`config.mk`:
```
export PLATFORM = sky130hd
export DESIGN_NAME = sdram_bringup_seq
export DESIGN_NICKNAME = d
export VERILOG_FILES = /design/src/rtl/sdram_bringup_pkg.sv /design/src/rtl/sbs_pwrup_timer.sv /design/src/rtl/sbs_holdoff.sv /design/src/rtl/sbs_refresh_sched.sv /design/src/rtl/sdram_bringup_seq.sv
export SDC_FILE = /design/constraint.sdc
export NUM_CORES = 1
export LEC_CHECK = 0
export BUFFER_PORTS_ARGS = -buffer_cell sky130_fd_sc_hd__buf_2
export CORE_MARGIN = 1
export CORE_UTILIZATION = 35
export CTS_CLUSTER_SIZE = 8
export DETAILED_ROUTE_END_ITERATION = 16
export GPL_TIMING_DRIVEN = 0
export PLACE_DENSITY = 0.62
export RECOVER_POWER = 50
export SYNTH_ARGS = -nofsm -noshare
export SYNTH_HDL_FRONTEND = slang
export SYNTH_SLANG_ARGS = --single-unit
export TNS_END_PERCENT = 100
```
`constraint.sdc`:
```
create_clock -name clk -period 3.87 [get_ports clk]
set_input_delay 0.9675 -clock clk [delete_from_list [all_inputs] [get_ports clk]]
set_output_delay 0.9675 -clock clk [all_outputs]
set_load 0.02 [all_outputs]
```
`src/rtl/sdram_bringup_pkg.sv`:
```
package sdram_bringup_pkg;

    // Pin code order: {cs_n, ras_n, cas_n, we_n}
    typedef enum logic [3:0] {
        CMD_DESEL = 4'b1111,
        CMD_PALL  = 4'b0010,
        CMD_REF   = 4'b0001,
        CMD_MRS   = 4'b0000
    } sd_cmd_e;

    typedef struct packed {
        logic    fire;   // a command is committed this cycle
        logic    ack;    // host access accepted this cycle
        sd_cmd_e cmd;
    } pick_t;

    // Mode word field layout seen by the memory device
    localparam int BL_LSB = 0;
    localparam int BL_W   = 3;
    localparam int CL_LSB = 4;
    localparam int CL_W   = 3;
    localparam int AP_BIT = 10;

    function automatic int max3(input int a, input int b, input int c);
        int m;
        m = (a > b) ? a : b;
        return (m > c) ? m : c;
    endfunction

endpackage

```
`src/rtl/sbs_pwrup_timer.sv`:
```
module sbs_pwrup_timer #(
    parameter int CYC = 10000
) (
    input  logic clk,
    input  logic rst,
    output logic ok
);
    localparam int CW = $clog2(CYC + 1);

    logic [CW-1:0] cnt;

    always_ff @(posedge clk) begin
        if (rst)
            cnt <= '0;
        else if (cnt != CW'(CYC))
            cnt <= cnt + 1'b1;
    end

    assign ok = (cnt == CW'(CYC));
endmodule

```
`src/rtl/sbs_holdoff.sv`:
```
module sbs_holdoff #(
    parameter int W = 4
) (
    input  logic         clk,
    input  logic         rst,
    input  logic         load,
    input  logic [W-1:0] load_val,
    output logic         busy
);
    logic [W-1:0] cnt;

    always_ff @(posedge clk) begin
        if (rst)
            cnt <= '0;
        else if (load)
            cnt <= load_val;
        else if (cnt != '0)
            cnt <= cnt - 1'b1;
    end

    assign busy = (cnt != '0);
endmodule

```
`src/rtl/sbs_refresh_sched.sv`:
```
module sbs_refresh_sched #(
    parameter int INT_CYC  = 780,
    parameter int MIN_REFS = 8
) (
    input  logic clk,
    input  logic rst,
    input  logic en,
    input  logic issued,
    output logic due,
    output logic enough
);
    localparam int IW = $clog2(INT_CYC);
    localparam int RW = $clog2(MIN_REFS + 1);

    logic [IW-1:0] ival;
    logic [RW-1:0] refs;
    logic          wrap;

    assign wrap = en && (ival == IW'(INT_CYC - 1));

    always_ff @(posedge clk) begin
        if (rst || !en)
            ival <= '0;
        else if (wrap)
            ival <= '0;
        else
            ival <= ival + 1'b1;
    end

    always_ff @(posedge clk) begin
        if (rst || !en)
            due <= 1'b0;
        else if (wrap)
            due <= 1'b1;
        else if (issued)
            due <= 1'b0;
    end

    always_ff @(posedge clk) begin
        if (rst)
            refs <= '0;
        else if (issued && refs != RW'(MIN_REFS))
            refs <= refs + 1'b1;
    end

    assign enough = (refs == RW'(MIN_REFS));
endmodule

```
`src/rtl/sdram_bringup_seq.sv`:
```
module sdram_bringup_seq
    import sdram_bringup_pkg::*;
#(
    parameter int ROW_W       = 12,
    parameter int BA_W        = 2,
    parameter int PWRUP_CYC   = 10000,
    parameter int REF_INT_CYC = 780,
    parameter int MIN_REFS    = 8,
    parameter int TRP         = 3,
    parameter int TRFC        = 7,
    parameter int TMRD        = 2
) (
    input  logic                  clk,
    input  logic                  rst,
    input  logic                  cfg_pall_set,
    input  logic                  cfg_mrs_set,
    input  logic                  cfg_rfen,
    input  logic [1:0]            cfg_cas_lat,
    input  logic                  host_req,
    input  logic [ROW_W+BA_W-1:0] host_addr,
    output logic                  host_rdy,
    output logic                  sd_cs_n,
    output logic                  sd_ras_n,
    output logic                  sd_cas_n,
    output logic                  sd_we_n,
    output logic [ROW_W-1:0]      sd_addr,
    output logic [BA_W-1:0]       sd_ba,
    output logic                  pall_pend,
    output logic                  mrs_pend,
    output logic                  init_done
);
    localparam int HOLD_MAX = max3(TRP, TRFC, TMRD);
    localparam int HW       = $clog2(HOLD_MAX + 1);
    localparam logic [ROW_W-1:0] FIELD_MASK =
        ROW_W'(((1 << BL_W) - 1) << BL_LSB) | ROW_W'(((1 << CL_W) - 1) << CL_LSB);

    logic           pwr_ok, busy, ref_due, refs_met, ref_issue;
    logic           mrs_wait;
    pick_t          pick;
    sd_cmd_e        cmd_q;
    logic [HW-1:0]  hold_val;
    logic [ROW_W-1:0] mode_word;

    sbs_pwrup_timer #(.CYC(PWRUP_CYC)) u_pwr (
        .clk(clk), .rst(rst), .ok(pwr_ok)
    );

    sbs_holdoff #(.W(HW)) u_hold (
        .clk(clk), .rst(rst), .load(pick.fire), .load_val(hold_val), .busy(busy)
    );

    sbs_refresh_sched #(.INT_CYC(REF_INT_CYC), .MIN_REFS(MIN_REFS)) u_ref (
        .clk(clk), .rst(rst), .en(cfg_rfen), .issued(ref_issue),
        .due(ref_due), .enough(refs_met)
    );

    // Arbitration: refresh first, then precharge-all, then mode load, then plain ack
    always_comb begin
        pick = '{fire: 1'b0, ack: 1'b0, cmd: CMD_DESEL};
        if (pwr_ok && !busy) begin
            if (ref_due) begin
                pick.fire = 1'b1;
                pick.cmd  = CMD_REF;
            end else if (host_req) begin
                if (pall_pend) begin
                    pick = '{fire: 1'b1, ack: 1'b1, cmd: CMD_PALL};
                end else if (mrs_pend) begin
                    if (refs_met)
                        pick = '{fire: 1'b1, ack: 1'b1, cmd: CMD_MRS};
                end else begin
                    pick.ack = 1'b1;
                end
            end
        end
    end

    assign ref_issue = pick.fire && (pick.cmd == CMD_REF);
    assign host_rdy  = pick.ack;

    always_comb begin
        case (pick.cmd)
            CMD_PALL: hold_val = HW'(TRP - 1);
            CMD_REF:  hold_val = HW'(TRFC - 1);
            CMD_MRS:  hold_val = HW'(TMRD - 1);
            default:  hold_val = '0;
        endcase
    end

    // Burst length forced to one beat, latency field from configuration
    always_comb
        mode_word = (host_addr[ROW_W-1:0] & ~FIELD_MASK)
                  | (ROW_W'({1'b0, cfg_cas_lat}) << CL_LSB);

    always_ff @(posedge clk) begin
        if (rst) begin
            cmd_q   <= CMD_DESEL;
            sd_addr <= '0;
            sd_ba   <= '0;
        end else begin
            cmd_q   <= pick.fire ? pick.cmd : CMD_DESEL;
            sd_addr <= '0;
            sd_ba   <= '0;
            if (pick.fire && pick.cmd == CMD_PALL)
                sd_addr <= ROW_W'(1) << AP_BIT;
            if (pick.fire && pick.cmd == CMD_MRS) begin
                sd_addr <= mode_word;
                sd_ba   <= host_addr[ROW_W +: BA_W];
            end
        end
    end

    assign {sd_cs_n, sd_ras_n, sd_cas_n, sd_we_n} = cmd_q;

    always_ff @(posedge clk) begin
        if (rst) begin
            pall_pend <= 1'b0;
            mrs_pend  <= 1'b0;
            mrs_wait  <= 1'b0;
            init_done <= 1'b0;
        end else begin
            if (cfg_pall_set)
                pall_pend <= 1'b1;
            else if (pick.fire && pick.cmd == CMD_PALL)
                pall_pend <= 1'b0;

            if (cfg_mrs_set)
                mrs_pend <= 1'b1;
            else if (pick.fire && pick.cmd == CMD_MRS)
                mrs_pend <= 1'b0;

            if (pick.fire && pick.cmd == CMD_MRS)
                mrs_wait <= 1'b1;
            else if (mrs_wait && !busy) begin
                mrs_wait  <= 1'b0;
                init_done <= 1'b1;
            end
        end
    end
endmodule

```
======== Yosys cells after proc, flatten, opt, wreduce, memory -nomap -nowiden ========
Index checks and enable logic that the tools add are counted.
storage, ports and cells
  logic and storage cells ................. 70
  register bits ........................... 54
  input port bits ......................... 22
  output and inout bits ................... 22
cells by class
  mux-type cells .......................... 23
  bitwise logic cells ..................... 3
  equal/unequal tests ..................... 7
  add/sub/neg operators ................... 4
  reduce and logical (&&, ||, !) cells .... 21
operators by type and width
  kind                                                                    count
  6-bit 2-to-1 mux                                                        4
  14-bit by 1-bit adder with 14-bit output (second input constant)        1
  14-bit equality test (second input constant)                            1
  14-bit != test (second input constant)                                  1
  1-bit 2-to-1 mux                                                        12
  12-bit 2-to-1 mux                                                       1
  12-bit by 6-bit bitwise OR with 12-bit output                           1
  11-bit 2-to-1 mux                                                       1
  10-bit by 1-bit adder with 10-bit output (second input constant)        1
  10-bit equality test (second input constant)                            1
  2-bit nonzero test                                                      5
  3-bit one-hot mux with 3 select lines                                   1
  4-bit 2-to-1 mux                                                        2
  1-bit logical AND                                                       7
  3-bit 2-to-1 mux                                                        2
  2-bit OR reduction                                                      3
  4-bit by 1-bit adder with 4-bit output (second input constant)          1
  4-bit by 1-bit equality test with 1-bit output (second input constant)  1
  4-bit by 2-bit equality test with 1-bit output (second input constant)  1
  4-bit equality test (second input constant)                             1
  4-bit zero test                                                         1
  4-bit != test (second input constant)                                   1
  3-bit nonzero test                                                      1
  3-bit by 1-bit subtractor with 3-bit output (second input constant)     1
  other kinds (4)                                                         6

======== Depth between registers and ports, before layout ========
  depth after elaboration ................. 11
  gate-level depth with buffers ........... 7
  mapped depth without buffers ............ 6

======== Hierarchy ========
Synthesis repeated with hierarchy kept, for this count alone.
unflattened totals
  cells, all modules ...................... 239
  area total of the unflattened synthesis .. 2224.6 µm²
modules (own cells, without submodules)
  module             sequential area each (µm²)  cells an instance  area each (µm²)  times used
  sbs_pwrup_timer    280.3                       79                 700.7            1
  sbs_refresh_sched  300.3                       76                 671.9            1
  sdram_bringup_seq  340.3                       63                 649.4            1
  sbs_holdoff        60.1                        21                 202.7            1

======== Worst setup path after synthesis ========
OpenSTA, ideal clock, no wires.
  kind .................................... input-to-output
  start ................................... input host_req
  end ..................................... output host_rdy
  arrival time ............................ 1673 ps
  path slack .............................. 1230 ps
  stages on the path ...................... 3
  data required time ...................... 2903 ps
  path through ............................ and4bb_2 -> nand2_1 -> a31oi_1
on the way
  word-level cells in the longest chain between the ends .. 3
ends and longest elaborated chain
  element           line                     text
  start, declared   sdram_bringup_seq.sv:19  input logic host_req,
  6-bit 2-to-1 mux  sdram_bringup_seq.sv:64  end else if (host_req) begin
  1-bit 2-to-1 mux  sdram_bringup_seq.sv:61  if (ref_due) begin
  6-bit 2-to-1 mux  sdram_bringup_seq.sv:60  if (pwr_ok && !busy) begin
  end, declared     sdram_bringup_seq.sv:21  output logic host_rdy,
Every way passes these cells.

======== Worst setup path after layout ========
  start ................................... register u_pwr.cnt[7]
  end ..................................... output host_rdy
on the way
  word-level cells in the longest chain between the ends .. 3
ends and longest elaborated chain
  element                 line                     text
  start, declared         sbs_pwrup_timer.sv:10    logic [CW-1:0] cnt;
  start signal, assigned  sbs_pwrup_timer.sv:16    cnt <= cnt + 1'b1;
  14-bit equality test    sbs_pwrup_timer.sv:19    assign ok = (cnt == CW'(CYC));
  1-bit logical AND       sdram_bringup_seq.sv:60
  6-bit 2-to-1 mux        sdram_bringup_seq.sv:60
Every way passes these cells.

==> summary.md <==
| Metric | Value |
|---|---|
| Lkg Pwr | `0.978 nW` |
| Seq/Total Area, Yosys | `0.447` |
| Share of layout cells above drive strength 1 | `0.125` |
| Routed vias | `1730` |
| DR WL/cell | `12.2 µm` |
| Layout Skew | `9.43 ps` |
| Number of synthesized register bits | `49` |
| RSZ-0062 raised after global routing | `no` |
| Clock transition at the registers of the reported paths | `90 ps` |
| Core ar. | `5990 µm²` |
| DR vias/cell | `4.75` |
| Cells after synthesis | `245` |
| Number of flops mapped to enable cells by yosys | `0` |
| Hold Buf Count CTS | `0` |
| Die area | `6590 µm²` |
| Total of max-cap violations | `0` |
| Die width | `81.2 µm` |
| Final worst slack | `716 ps` |
| Initial antenna violation count | `0` |
| Initial core utilization | `0.367` |
| Largest net degree at the start of global routing | `16` |
| Die Span Y | `81.2 µm` |
| Synthesized area per cell | `8.96 µm²` |
| Maximum clock rate | `317 MHz` |
| Worst-Margin Slew | `826 ps` |
| Num CTS Buffers | `5` |
| Post-cts sizing count | `0` |
| WL final | `4440 µm` |
| Number of synthesis warnings | `0` |
| Hold crit path type | `reg2reg` |
| Min Tclk post-route | `3150 ps` |
| Routed wl met2 | `1820 µm` |
| Outcome | `finished clean` |
| Flop-to-flop setup slack | `1780 ps` |
| H-tree levels | `2` |
| Area Overhead vs Synth | `17.4%` |
| # fillers | `604` |
| Routed wl met3 | `174 µm` |
| Slew headroom | `0.445` |
| Buffer count from post-CTS setup fixing | `0` |
| Tcrit/Tclk final | `0.815` |
| CP Max Fanout | `8` |
| DRT iter0 DRCs | `106` |
| Syn Std Cell Area | `2200 µm²` |
| Setup total negative slack | `0 ps` |
| Slew Viols, Final | `0` |
| Hpwl dp | `3130 µm` |
| Critical Path End Type | `output pin` |
| DP Worst Slack | `1070 ps` |
| Final ANT Viol Nets | `0` |
| Max VDD drop | `176 µV` |
| Io pins | `44` |
| Clk buf depth | `2` |
| Clk_lat worst skew | `300 ps` |
| GR Overflow Total | `0` |
| Endpoints failing setup | `0` |
| Distinct cells, synth | `42` |
| Startpoint types | `flip-flop` |
| Crit Path Category | `reg2out` |
| Top layer used by detailed routing | `met4` |
| # DRC | `0` |
| CP Data Required Time | `2900 ps` |
| GR Util All Layers | `0.149` |
| Row count | `28` |
| Top FF cell, synth | `dfxtp_1` |
| Hold WS | `462 ps` |
| Fin. Hold Viols | `0` |
| CTS Sinks | `49` |
| WL met1 | `2390 µm` |
| Antenna Cells | `0` |
| WP data arrival | `2190 ps` |
| CTS tree | `built` |
| Power Dens Cells | `443 nW/µm²` |
| Routability congestion estimate | `0.781` |
| First-pass GRT wire length | `7450 µm` |
| Ys async rst share | `0` |
| CTS root buffer | `clkbuf_8` |
| Number of global-route vias before repair | `1591` |
| Drt first pass iters | `4` |
| Port bufs | `33` |
| NumNets Final | `317` |
-- registers in the layout, indices dropped and copies added (netlist names) --
name        flops
mrs_wait        1
cmd_q           3
init_done       1
sd_ba           2
u_pwr.cnt      14
u_ref.ival     10
mrs_pend        1
u_ref.due       1
u_ref.refs      4
sd_addr         8
u_hold.cnt      3
pall_pend       1
-- critical path: stages (launching register included) --
cell,delay (ps)
dfxtp_1,320
buf_6,130
nor4_4,350
and4_1,230
clkbuf_1,300
nand2_1,170
a31oi_1,190
buf_2,190
-- synthesized netlist by cell type, types with 3 or more instances --
library cell	instances	area, µm²
a21oi_1	14	70.1
xnor2_1	7	61.3
o21ai_0	8	40.0
nor2_1	24	90.1
dfxtp_1	49	981
and3_1	3	18.8
nand3b_1	3	22.5
ha_1	7	87.6
nand2_1	14	52.6
nor2b_1	3	18.8
buf_4	5	37.5
inv_1	16	60.1
xor2_1	12	105
clkbuf_1	6	22.5
nand3_1	14	70.1
o31ai_1	3	22.5
and2_1	12	75.1
nand4_1	9	56.3
and4_1	5	43.8
-- cell usage in the layout, fill, tap and decap left out, drive strengths merged, types with 2 or more instances in the layout --
| cell type | count |
|---|---|
| and2 | 12 |
| a221oi | 2 |
| and4bb | 2 |
| and3 | 3 |
| conb | 4 |
| o21ai | 8 |
| nor3 | 2 |
| or3 | 2 |
| bufinv | 2 |
| inv | 16 |
| o31ai | 3 |
| ha | 7 |
| xnor2 | 7 |
| clkbuf | 28 |
| a21oi | 14 |
| nor2 | 24 |
| nand3b | 3 |
| nor4 | 4 |
| nand2b | 2 |
| and3b | 2 |
| nand2 | 14 |
| nand3 | 14 |
| buf | 24 |
| xor2 | 12 |
| nor2b | 3 |
| or4 | 2 |
| nand4 | 10 |
| and4 | 5 |
| dfxtp | 49 |
-- path summary, 6_finish.rpt --
check,from,end,depth (start not counted)
worst max register to register,u_hold.cnt[0]$_SDFFE_PP0P_,sd_ba[0]$_SDFF_PP0_,6
worst max-delay path,u_pwr.cnt[7]$_SDFFE_PP0P_,host_rdy,7
worst min register to register,init_done$_SDFFE_PP0P_,init_done$_SDFFE_PP0P_,2
worst min-delay path,init_done$_SDFFE_PP0P_,init_done$_SDFFE_PP0P_,2
-- cells by family (layout without fill, tap and decap cells) --
group | count (synthesis) | after routing | share of synthesized area
adders and majority gates | 7 | 7 | 0.0399
other | 1 | 4 | 0.00171
AOI/OAI and AO/OA | 34 | 34 | 0.0946
xor gates and xnor gates | 19 | 19 | 0.0758
and+or+nand+nor | 105 | 105 | 0.277
DFF | 49 | 49 | 0.447
buffers and inverters | 30 | 71 | 0.0638
-- area by class of cell --
type                       instances  area (µm²)  share of cell area
tap                               75        93.8              0.0364
clock inverter                     3        65.1              0.0252
multi-input combinational        169        1090               0.421
sequential                        49         981               0.380
inverter                          16        60.1              0.0233
buffer                            14        78.8              0.0306
timing repair buffer              33         145              0.0563
clock buffer                       5        68.8              0.0267
-- report_power, final --
part | total, mW | internal, mW | leakage [nW] | switching, mW
Combinational | 0.175 | 0.0672 | 0.513 | 0.107
Clock | 0.430 | 0.257 | 0.0681 | 0.173
Sequential | 0.538 | 0.524 | 0.397 | 0.0145
Total | 1.14 | 0.848 | 0.978 | 0.295
-- metrics by stage --
stage / utilization / cell area [µm²] / cells / power (mW)
2_1_floorplan: - / 2210 / 248 / 0.677
3_3_place_gp: 0.412 / 2470 / 356 / 0.717
3_5_place_dp: 0.412 / 2470 / 356 / 0.720
4_1_cts: 0.434 / 2600 / 364 / 1.16
5_1_grt: 0.430 / 2580 / 364 / 1.21
6_report: 0.430 / 2580 / 364 / 1.14
-- metal layers --
layer | vias to the layer above | GRT usage
met4 | 0 | 0.0482
met2 | 36 | 0.221
met3 | 6 | 0.0337
li1 | 921 | -
met5 | - | 0
met1 | 767 | 0.211
No activity file was read; power rests on OpenSTA's default activity.
